--- config.mk ---
export PLATFORM = sky130hd
export DESIGN_NAME = los_alarm_timer
export DESIGN_NICKNAME = d
export VERILOG_FILES = /design/src/rtl/los_pkg.sv /design/src/rtl/los_ref_sel.sv /design/src/rtl/los_qual_timer.sv /design/src/rtl/los_status_irq.sv /design/src/rtl/los_alarm_timer.sv
export SDC_FILE = /design/constraint.sdc
export NUM_CORES = 1
export LEC_CHECK = 0
export CORE_MARGIN = 2
export CORE_UTILIZATION = 52
export CTS_CLUSTER_DIAMETER = 50
export DETAILED_ROUTE_END_ITERATION = 10
export GPL_TIMING_DRIVEN = 0
export HOLD_SLACK_MARGIN = 0.03
export PLACE_DENSITY = 0.77
export SLEW_MARGIN = 20
export SYNTH_ARGS = -nofsm -noshare
export SYNTH_HDL_FRONTEND = slang
export SYNTH_SLANG_ARGS = --single-unit
--- constraint.sdc ---
create_clock -name clk -period 2.15 [get_ports clk]
set_clock_uncertainty 0.05 [all_clocks]
set_input_delay 0.215 -clock clk [delete_from_list [all_inputs] [get_ports clk]]
set_output_delay 0.215 -clock clk [all_outputs]
set_load 0.03 [all_outputs]
--- src/rtl/los_pkg.sv ---
// Package: shared types for the loss-of-signal qualifier.
// Assumes nothing beyond the standard types.
package los_pkg;
    typedef enum logic {
        WIN_LONG  = 1'b0,
        WIN_SHORT = 1'b1
    } win_e;
endpackage

--- src/rtl/los_ref_sel.sv ---
// Reference tick selector: passes the primary tick while the primary
// reference is present, else the secondary tick. Assumes both ticks are
// already synchronous one-cycle pulses in the clk domain.
module los_ref_sel (
    input  logic pri_present,
    input  logic pri_tick,
    input  logic sec_tick,
    output logic ref_tick
);
    // Pick the tick source by presence of the primary reference.
    always_comb begin
        ref_tick = pri_present ? pri_tick : sec_tick;
    end
endmodule

--- src/rtl/los_qual_timer.sv ---
// Qualification timer: counts reference ticks while amp_low stays high and
// declares the alarm at the terminal count of the selected window.
// Assumes amp_low is synchronous to clk. Any low cycle restarts the count.
module los_qual_timer
    import los_pkg::*;
#(
    parameter int LONG_COUNT  = 4096,
    parameter int SHORT_COUNT = 32
) (
    input  logic clk,
    input  logic rst_n,
    input  logic amp_low,
    input  win_e win,
    input  logic ref_tick,
    output logic los_q
);
    localparam int MAX_COUNT = (LONG_COUNT > SHORT_COUNT) ? LONG_COUNT : SHORT_COUNT;
    localparam int CNT_W     = $clog2(MAX_COUNT + 1);

    logic [CNT_W-1:0] cnt;
    logic [CNT_W-1:0] cnt_inc;
    logic [CNT_W-1:0] limit;

    // Terminal count for the selected window and the next count value.
    always_comb begin
        limit   = (win == WIN_SHORT) ? CNT_W'(SHORT_COUNT) : CNT_W'(LONG_COUNT);
        cnt_inc = cnt + 1'b1;
    end

    // Tick counter and alarm flag, cleared whenever the raw level drops.
    always_ff @(posedge clk) begin
        if (!rst_n) begin
            cnt   <= '0;
            los_q <= 1'b0;
        end else if (!amp_low) begin
            cnt   <= '0;
            los_q <= 1'b0;
        end else if (ref_tick && !los_q) begin
            cnt <= cnt_inc;
            if (cnt_inc >= limit) begin
                los_q <= 1'b1;
            end
        end
    end

    AST_DROP_CLEARS: assert property (@(posedge clk) disable iff (!rst_n)
        !amp_low |=> !los_q);
    AST_RISE_NEEDS_LOSS: assert property (@(posedge clk) disable iff (!rst_n)
        $rose(los_q) |-> $past(amp_low) && $past(ref_tick));
    AST_CNT_BOUND: assert property (@(posedge clk) disable iff (!rst_n)
        cnt <= CNT_W'(MAX_COUNT));
endmodule

--- src/rtl/los_status_irq.sv ---
// Status and interrupt: latches the qualified alarm into a clear-on-read
// bit and raises a held interrupt on each new alarm when both masks are
// clear. Assumes status_rd is a one-cycle strobe.
module los_status_irq (
    input  logic clk,
    input  logic rst_n,
    input  logic los_q,
    input  logic chan_mask,
    input  logic glob_mask,
    input  logic status_rd,
    output logic alarm_status,
    output logic irq
);
    logic los_d;
    logic rise_ok;

    // New alarm that is allowed through both masks.
    always_comb begin
        rise_ok = los_q && !los_d && !chan_mask && !glob_mask;
    end

    // Delayed alarm for edge detection.
    always_ff @(posedge clk) begin
        if (!rst_n) los_d <= 1'b0;
        else        los_d <= los_q;
    end

    // Clear-on-read status bit that sets again while the alarm persists.
    always_ff @(posedge clk) begin
        if (!rst_n)          alarm_status <= 1'b0;
        else if (status_rd)  alarm_status <= 1'b0;
        else if (los_q)      alarm_status <= 1'b1;
    end

    // Interrupt level: set on an unmasked new alarm, held until a read.
    always_ff @(posedge clk) begin
        if (!rst_n)          irq <= 1'b0;
        else if (rise_ok)    irq <= 1'b1;
        else if (status_rd)  irq <= 1'b0;
    end

    AST_STATUS_HOLDS: assert property (@(posedge clk) disable iff (!rst_n)
        alarm_status && !status_rd |=> alarm_status);
    AST_READ_CLEARS: assert property (@(posedge clk) disable iff (!rst_n)
        status_rd |=> !alarm_status);
    AST_IRQ_MASKED: assert property (@(posedge clk) disable iff (!rst_n)
        $rose(irq) |-> $past(!chan_mask && !glob_mask && los_q));
    AST_IRQ_HOLDS: assert property (@(posedge clk) disable iff (!rst_n)
        irq && !status_rd |=> irq);
endmodule

--- src/rtl/los_alarm_timer.sv ---
// Top: loss-of-signal alarm qualifier. Selects the timing tick, qualifies
// the raw low-amplitude level over the chosen window, and exposes a latched
// status bit and a masked interrupt. Assumes all inputs are in the clk domain.
module los_alarm_timer
    import los_pkg::*;
#(
    parameter int LONG_COUNT  = 4096,
    parameter int SHORT_COUNT = 32
) (
    input  logic clk,
    input  logic rst_n,
    input  logic amp_low,
    input  logic win_sel,
    input  logic pri_present,
    input  logic pri_tick,
    input  logic sec_tick,
    input  logic chan_mask,
    input  logic glob_mask,
    input  logic status_rd,
    output logic los_active,
    output logic alarm_status,
    output logic irq
);
    logic ref_tick;
    win_e win;

    // Map the mode pin onto the window type.
    always_comb begin
        win = win_e'(win_sel);
    end

    los_ref_sel u_ref_sel (
        .pri_present (pri_present),
        .pri_tick    (pri_tick),
        .sec_tick    (sec_tick),
        .ref_tick    (ref_tick)
    );

    los_qual_timer #(
        .LONG_COUNT  (LONG_COUNT),
        .SHORT_COUNT (SHORT_COUNT)
    ) u_timer (
        .clk      (clk),
        .rst_n    (rst_n),
        .amp_low  (amp_low),
        .win      (win),
        .ref_tick (ref_tick),
        .los_q    (los_active)
    );

    los_status_irq u_status (
        .clk          (clk),
        .rst_n        (rst_n),
        .los_q        (los_active),
        .chan_mask    (chan_mask),
        .glob_mask    (glob_mask),
        .status_rd    (status_rd),
        .alarm_status (alarm_status),
        .irq          (irq)
    );

    AST_RESET_QUIET: assert property (@(posedge clk)
        !rst_n |=> !los_active && !alarm_status && !irq);
endmodule

Word level (Yosys, flattened, before mapping)
Cells that the tools add are included.

storage, ports and cells
  logic and storage cells = 24
  bits of input ports = 10
  output and inout bits = 3
  register bits = 17

operators by class
  add/sub/neg operators = 1
  mux-type cells = 4
  bitwise gates (word level) = 1
  reduce and logical (&&, ||, !) cells = 12
  magnitude comparators = 1

operator list
  kind                                            number
  adder 13 x 1 -> 13 bit (second input constant)  1
  greater-or-equal comparator 13 bit              1
  2-to-1 mux 13 bit                               1
  logical AND 1 bit                               4
  logical NOT 1 bit                               4
  AND reduction 2 bit                             2
  2-to-1 mux 1 bit                                3
  nonzero test 2 bit                              1
  OR reduction 2 bit                              1
  inverter 1 bit                                  1

Longest topological paths before layout
Gate-level depths: netlist of run 1.

  depth after elaboration = 5
  depth in mapped cells = 10
  depth with buffers taken out = 10

Cells and area by module
Synthesis of run 1 repeated with hierarchy kept, for this count alone.

second synthesis, totals
  cells, all modules = 111
  area, all modules = 944.7 µm²

modules (own cells, without submodules)
  module          area an instance (µm²)  cells each  sequential area each (µm²)  instances
  los_qual_timer  823.3                   101         280.3                       1
  los_status_irq  106.4                   9           60.1                        1
  los_ref_sel     15.0                    1           0.0                         1

Least setup slack after synthesis of run 1
Ideal clock, no wire load.

  path type = flip-flop to flip-flop
  start point = register u_timer.cnt[0]
  end point = register u_timer.los_q
  arrival = 1770 ps
  path slack = 203 ps
  period minus slack after synthesis = 1947 ps
  library setup time = 126 ps
  required time = 1974 ps
  cell stages (with the launch flop) = 11
  cell sequence = dfxtp_1 > ha_1 > nand2_1 > nor3b_4 > nand3_1 > xnor2_1 > ha_1 > nor2_1 > nand2_1 > a211oi_1 > a31oi_1

between the ends
  longest elaborated chain between the ends = 3

RTL lines
  item                                  RTL line              text
  from (decl)                           los_qual_timer.sv:20  logic [CNT_W-1:0] cnt;
  from (signal assigned)                los_qual_timer.sv:39  cnt <= cnt_inc;
  adder 13 x 1 -> 13 bit                los_qual_timer.sv:27  cnt_inc = cnt + 1'b1;
  named net u_timer.cnt_inc[12]         los_qual_timer.sv:21  logic [CNT_W-1:0] cnt_inc;
  greater-or-equal comparator 13 bit    los_qual_timer.sv:40  if (cnt_inc >= limit) begin
  AND reduction 2 bit (no source line)  n/a
  to (signal assigned)                  los_qual_timer.sv:34  los_q <= 1'b0;
  to (signal assigned)                  los_qual_timer.sv:37  los_q <= 1'b0;
  to (signal assigned)                  los_qual_timer.sv:41  los_q <= 1'b1;
  to (decl)                             los_qual_timer.sv:15  output logic los_q

The timed path passes the listed nets, and every way through them passes these cells.
A chain may end at the register's enable or synchronous reset.

Worst setup path after layout of run 1
  start point = register u_timer.cnt[8]
  end point = register u_timer.los_q

Same word-level chain as after synthesis.

==> impl_metrics.tcl, run 1 <==
set metrics [dict create \
    required_ns 2.30 \
    drtIter0Drc 12 \
    grt_pass1_vias 724 \
    drv_slew 0 \
    initial_utilization 0.546 \
    holdPathStages 2 \
    status "completed" \
    cts_sinks 17 \
    r2r-end "u_timer.los_q$_SDFFE_PN0P_" \
    insertion_delay_ns 0.30 \
    maxSlewHeadroom 0.724 \
    routed_wl_mm 1.91 \
    ant_nets 0 \
    root_buffer "clkbuf_4" \
    grt_pass1_wl_mm 3.09 \
    fp.dieW_um 46.1 \
    nets 138 \
    rsz0062_at_grt "false" \
    hold_viol 0 \
    crit_path_end_kind "register" \
    ys_types 33 \
    leakagePower_nw 0.412 \
    power.density_nw_per_um2 489 \
    via_count 787 \
    min_to "u_status.alarm_status$_SDFFE_PP0P_" \
    grt_max_degree 11 \
    cts_buffers 3 \
    diodes 0 \
    track_usage 0.212 \
    min_period_ns 1.98 \
    place.gp.congestion 0.857 \
    drv_cap 0 \
    synth_edf_count 0 \
    synth_top_area_frac 0.369 \
    holdCritPathClass "in2reg" \
    yosysTopAreaCell "dfxtp_1" \
    final_core_util 0.661 \
    syn_area_um2 922 \
    synth_seq_cells 17 \
    syn-num-nets 120 \
    synth_flop_cell "dfxtp_1" \
    cts_tree "built" \
    drc 0 \
    grt.overflow.total 0 \
    io_buffers 12 \
    min-delay-start "status_rd" \
    ys_warn_count 0 \
    fp-row-count 15 \
    core_um2 1690 \
    async_flop_share 0 \
    die_area_um2 2130 \
    grt_antenna_before_repair 0 \
    peakVddDrop_uv 333 \
    dieHeight_um 46.1 \
    arrival_ns 2.13 \
    worst_pin_slew_ns 0.413 \
    drive_gt1_frac 0.138 \
    cts_max_path_buffers 2 \
    r2r_start "u_timer.cnt[8]$_SDFFE_PN0P_" \
    max_stage_delay_ns 0.44 \
    dp_hpwl_mm 1.38 \
    synthCells 106 \
    setup_violations 0 \
    cts_max_level 1 \
    min_period_over_period 0.922 \
    fin_hold_ws_ns 0.453 \
    crit_path_start "u_timer.cnt[8]$_SDFFE_PN0P_" \
    worst_setup_path_start_kind "register" \
    rrSetupSlack_ns 0.17 \
    yosysSeqAreaShare 0.369 \
    clk_pin_slew_worst_paths_ns 0.11 \
    crit_path_max_fanout 5 \
    syn_to_final_growth_pct 21.2 \
    routedWlPerCell_um 13.7 \
    max_freq_mhz 504 \
    ios 13 \
    vias_per_cell 5.62 \
    yosys-top-cells-area "dfxtp_1 (37%), xor2_1 (9.5%), xnor2_1 (7.6%)" \
    drtPass1Iterations 4 \
    crit_type "reg2reg" \
    r2r_cells 9 \
    syn_avg_cell_area_um2 8.70 \
    cp_cell_sequence "and4_4, nor3b_4, nand3_1, xnor2_1, ha_1, nor2_1, nand2_1, a211oi_2, a31oi_1" \
    cp_slowest_cell "dfxtp_1" \
]
==> power by group <==
group / total (mW) / internal [mW] / switching, mW
Combinational: 0.0495 / 0.0262 / 0.0233
Sequential: 0.319 / 0.316 / 0.00350
Clock: 0.177 / 0.0723 / 0.105
==> metrics by stage <==
| step | instances | setup WS, ns | total power [mW] | instance area, µm² | setup TNS, ns |
|---|---|---|---|---|---|
| 4_1_cts | 139 | 0.0345 | 0.551 | 1100 | 0 |
| 3_5_place_dp | 135 | -0.0615 | 0.377 | 1060 | -0.0615 |
| 5_1_grt | 140 | 0.00287 | 0.566 | 1120 | 0 |
| 2_1_floorplan | 106 | 0.203 | 0.350 | 922 | 0 |
| 6_report | 140 | 0.168 | 0.546 | 1120 | 0 |
| 3_3_place_gp | 135 | -0.00117 | 0.376 | 1060 | -0.00117 |
==> worst max path at each step <==
stage	to	cells past startpoint
4_1_cts	u_timer.los_q$_SDFFE_PN0P_	10
5_1_grt	u_timer.los_q$_SDFFE_PN0P_	10
2_1_floorplan	u_timer.los_q$_SDFFE_PN0P_	10
3_5_place_dp	u_timer.los_q$_SDFFE_PN0P_	10
3_3_place_gp	u_timer.los_q$_SDFFE_PN0P_	10
6_report	u_timer.los_q$_SDFFE_PN0P_	9
==> cells by family (layout without fill, tap and decap cells) <==
kind of cell | Yosys count | count (layout) | share of synthesized area
AND/OR/NAND/NOR | 52 | 52 | 0.296
XOR/XNOR | 18 | 18 | 0.171
multiplexers | 1 | 1 | 0.0109
buffers and inverters | 3 | 20 | 0.0163
AO/OA/AOI/OAI | 11 | 11 | 0.0828
adder cells (fa/ha/maj) | 4 | 4 | 0.0543
flip-flops | 17 | 17 | 0.369
==> state kept, by name (all words and copies together), names as in the netlist <==
name and flops:
u_timer.los_q 1, u_timer.cnt 13, u_status.irq 1, u_status.los_d 1
u_status.alarm_status 1
==> cells in the mapped netlist (2+ instances only) <==
| master | n |
|---|---|
| nor2_1 | 18 |
| dfxtp_1 | 17 |
| nand2_1 | 10 |
| xor2_1 | 10 |
| xnor2_1 | 8 |
| nand3_1 | 6 |
| ha_1 | 4 |
| nand4_1 | 4 |
| a21oi_1 | 2 |
| and2_1 | 2 |
| o21a_1 | 2 |
| or3_1 | 2 |
==> area by class of cell <==
cell class / instances / area, µm²
Buffer: 2 / 11.3
Timing Repair Buffer: 13 / 128
Multi-Input combinational cell: 86 / 577
Fill cell: 145 / 572
Tap cell: 17 / 21.3
Clock buffer: 4 / 26.3
Inverter: 1 / 3.75
Sequential cell: 17 / 350
==> what timing repair did <==
item | in CTS | in global routing
endpoints found under the setup margin | 1 | 1
setup buffers | 0 | 1
hold buffers | 0 | 0
resized for setup | 3 | 6
pin swaps | 0 | 2
==> placed cells by master (no fill, tap or decap), types with 2 or more instances in the layout <==
master and n:
xnor2_1 8, and2_1 2, nor2_1 18, clkbuf_4 3
dfxtp_4 2, dfxtp_1 13, or3_1 2, o21a_1 2
nand4_1 4, clkbuf_1 2, clkdlybuf4s50_1 12, dfxtp_2 2
buf_4 2, xor2_1 10, a21oi_1 2, ha_1 3
nand3_1 6, nand2_1 9
==> metal layers <==
metal / part of all wire / up-vias / wire [µm] / GRT usage
met2: 0.47 / 21 / 895 / 0.325
met3: 0.050 / 4 / 95 / 0.0549
met1: 0.47 / 362 / 889 / 0.262
li1: - / 400 / - / -
met5: 0 / - / 0 / 0
met4: 0.016 / 0 / 30 / 0.137
==> worst max-delay path: cells and delay by family (launching register included) <==
kind / cells / cell delay [ns]
AO/OA/AOI/OAI: 2 / 0.29
XOR/XNOR: 1 / 0.14
adder cells (fa/ha/maj): 1 / 0.19
flip-flops: 1 / 0.44
AND/OR/NAND/NOR: 5 / 0.77
Power figures use the tool's default switching activity.
==> run 2: changes to the inputs <==
Settings changed: SETUP_SLACK_MARGIN set to 0.3.
==> impl_metrics.tcl, run 2 (same netlist as run 1, synthesis figures left out) <==
set metrics [dict create \
    status "completed" \
    max_stage_delay_ns 0.39 \
    vias_per_cell 5.49 \
    largest_reg_flops 13 \
    maxSlewHeadroom 0.702 \
    required_ns 2.28 \
    rsz0062_at_grt "true" \
    drc 0 \
    fp.dieW_um 46.1 \
    cp_slowest_cell "dfxtp_4" \
    setup_violations 0 \
    cts_sinks 17 \
    track_usage 0.196 \
    cts_buffers 3 \
    worst_pin_slew_ns 0.446 \
    cts_max_level 1 \
    drv_cap 0 \
    ios 13 \
    drtPass1Iterations 4 \
    power.density_nw_per_um2 451 \
    io_buffers 12 \
    fp-row-count 15 \
    dieHeight_um 46.1 \
    holdBufCountCts 0 \
    root_buffer "clkbuf_4" \
    worst_setup_path_start_kind "register" \
    fillers 136 \
    diodes 0 \
    grt_pass1_wl_mm 2.97 \
    core_um2 1690 \
    post-place-ws_ns 0.0560 \
    min_period_over_period 0.895 \
    max_freq_mhz 520 \
    crit_path_max_fanout 4 \
    final_core_util 0.713 \
    tns_ns 0 \
    place.gp.congestion 0.830 \
    crit_family "simple AND/OR/NAND/NOR gates" \
    arrival_ns 2.05 \
    cp_cell_sequence "ha_4, nand2_4, nor3b_4, nand3_1, xnor2_1, ha_2, nor2_2, nand2_1, a211oi_2, a31oi_1" \
    crit_type "reg2reg" \
    setup_ws_ns 0.227 \
    dp.cells 135 \
    crit_path_end_kind "register" \
    final_common_cell "nor2_1" \
    cts_tree "built" \
    ant_nets 0 \
    drv_slew 0 \
    die_area_um2 2130 \
    dp_hpwl_mm 1.33 \
    fin_cells 147 \
    cts_max_path_buffers 2 \
    syn_to_final_growth_pct 30.5 \
    worst-path-buf-inv 0 \
    layout_common_cells "nor2_1 (17), clkdlybuf4s50_1 (12), xor2_1 (10), nand2_1 (9), buf_4 (9)" \
    routed_wl_mm 1.93 \
    routedWlPerCell_um 13.1 \
    grt_pass1_vias 704 \
    min_period_ns 1.92 \
    initial_utilization 0.546 \
    grt_max_degree 11 \
    grt.overflow.total 0 \
    hold_viol 0 \
    nets 145 \
    leakagePower_nw 0.468 \
    top_register "u_timer.cnt" \
    insertion_delay_ns 0.29 \
    peakVddDrop_uv 341 \
    holdCritPathClass "in2reg" \
    via_count 807 \
    clk_pin_slew_worst_paths_ns 0.10 \
    drtIter0Drc 7 \
    drive_gt1_frac 0.238 \
    grt_antenna_before_repair 0 \
]
run 2: what timing repair did:
item                                    CTS  global route
setup buffers                             5             3
pin swaps                                 5             7
endpoints found under the setup margin    1             1
cloned                                    0             0
resized for setup                        12             5
run 2: worst paths after layout:
check             slack [ns]                                  to                                from  cells past startpoint
setup / recovery        0.23          u_timer.los_q$_SDFFE_PN0P_         u_timer.cnt[1]$_SDFFE_PN0P_                     10
hold / removal          0.45  u_status.alarm_status$_SDFFE_PP0P_                           status_rd                      2
setup reg to reg        0.23          u_timer.los_q$_SDFFE_PN0P_         u_timer.cnt[1]$_SDFFE_PN0P_                     10
hold reg to reg         0.45  u_status.alarm_status$_SDFFE_PP0P_  u_status.alarm_status$_SDFFE_PP0P_                      2
run 2: cell type report:
class	instances	area [µm²]	share of cell area
Multi-Input combinational cell	86	597	0.496
Sequential cell	17	364	0.302
Buffer	2	11.3	0.00936
Inverter	1	3.75	0.00312
Tap cell	17	21.3	0.0177
Clock buffer	4	26.3	0.0218
Timing Repair Buffer	20	180	0.150
run 2: layer usage:
metal	GRT usage	vias to the layer above	routed length, µm	part of all wire
li1	-	413	-	-
met1	0.247	366	837	0.43
met2	0.336	24	960	0.50
met3	0.0275	4	103	0.053
met4	0.0743	0	25	0.013
met5	0	-	0	0
run 2: power breakdown:
group | total [mW] | leakage [nW] | internal, mW | switching [mW]
Sequential | 0.315 | 0.143 | 0.312 | 0.00309
Clock | 0.174 | 0.0150 | 0.0722 | 0.102
Combinational | 0.0541 | 0.310 | 0.0285 | 0.0256
Total | 0.543 | 0.468 | 0.413 | 0.130
run 2: through the flow:
stage                     hold WS (ns)  cell area, µm²  total power, mW
after floorplan                  0.241             930            0.351
after global placement           0.419            1070            0.376
after detailed placement         0.437            1070            0.377
after CTS                        0.444            1170            0.546
after global routing             0.432            1200            0.566
final                            0.448            1200            0.543
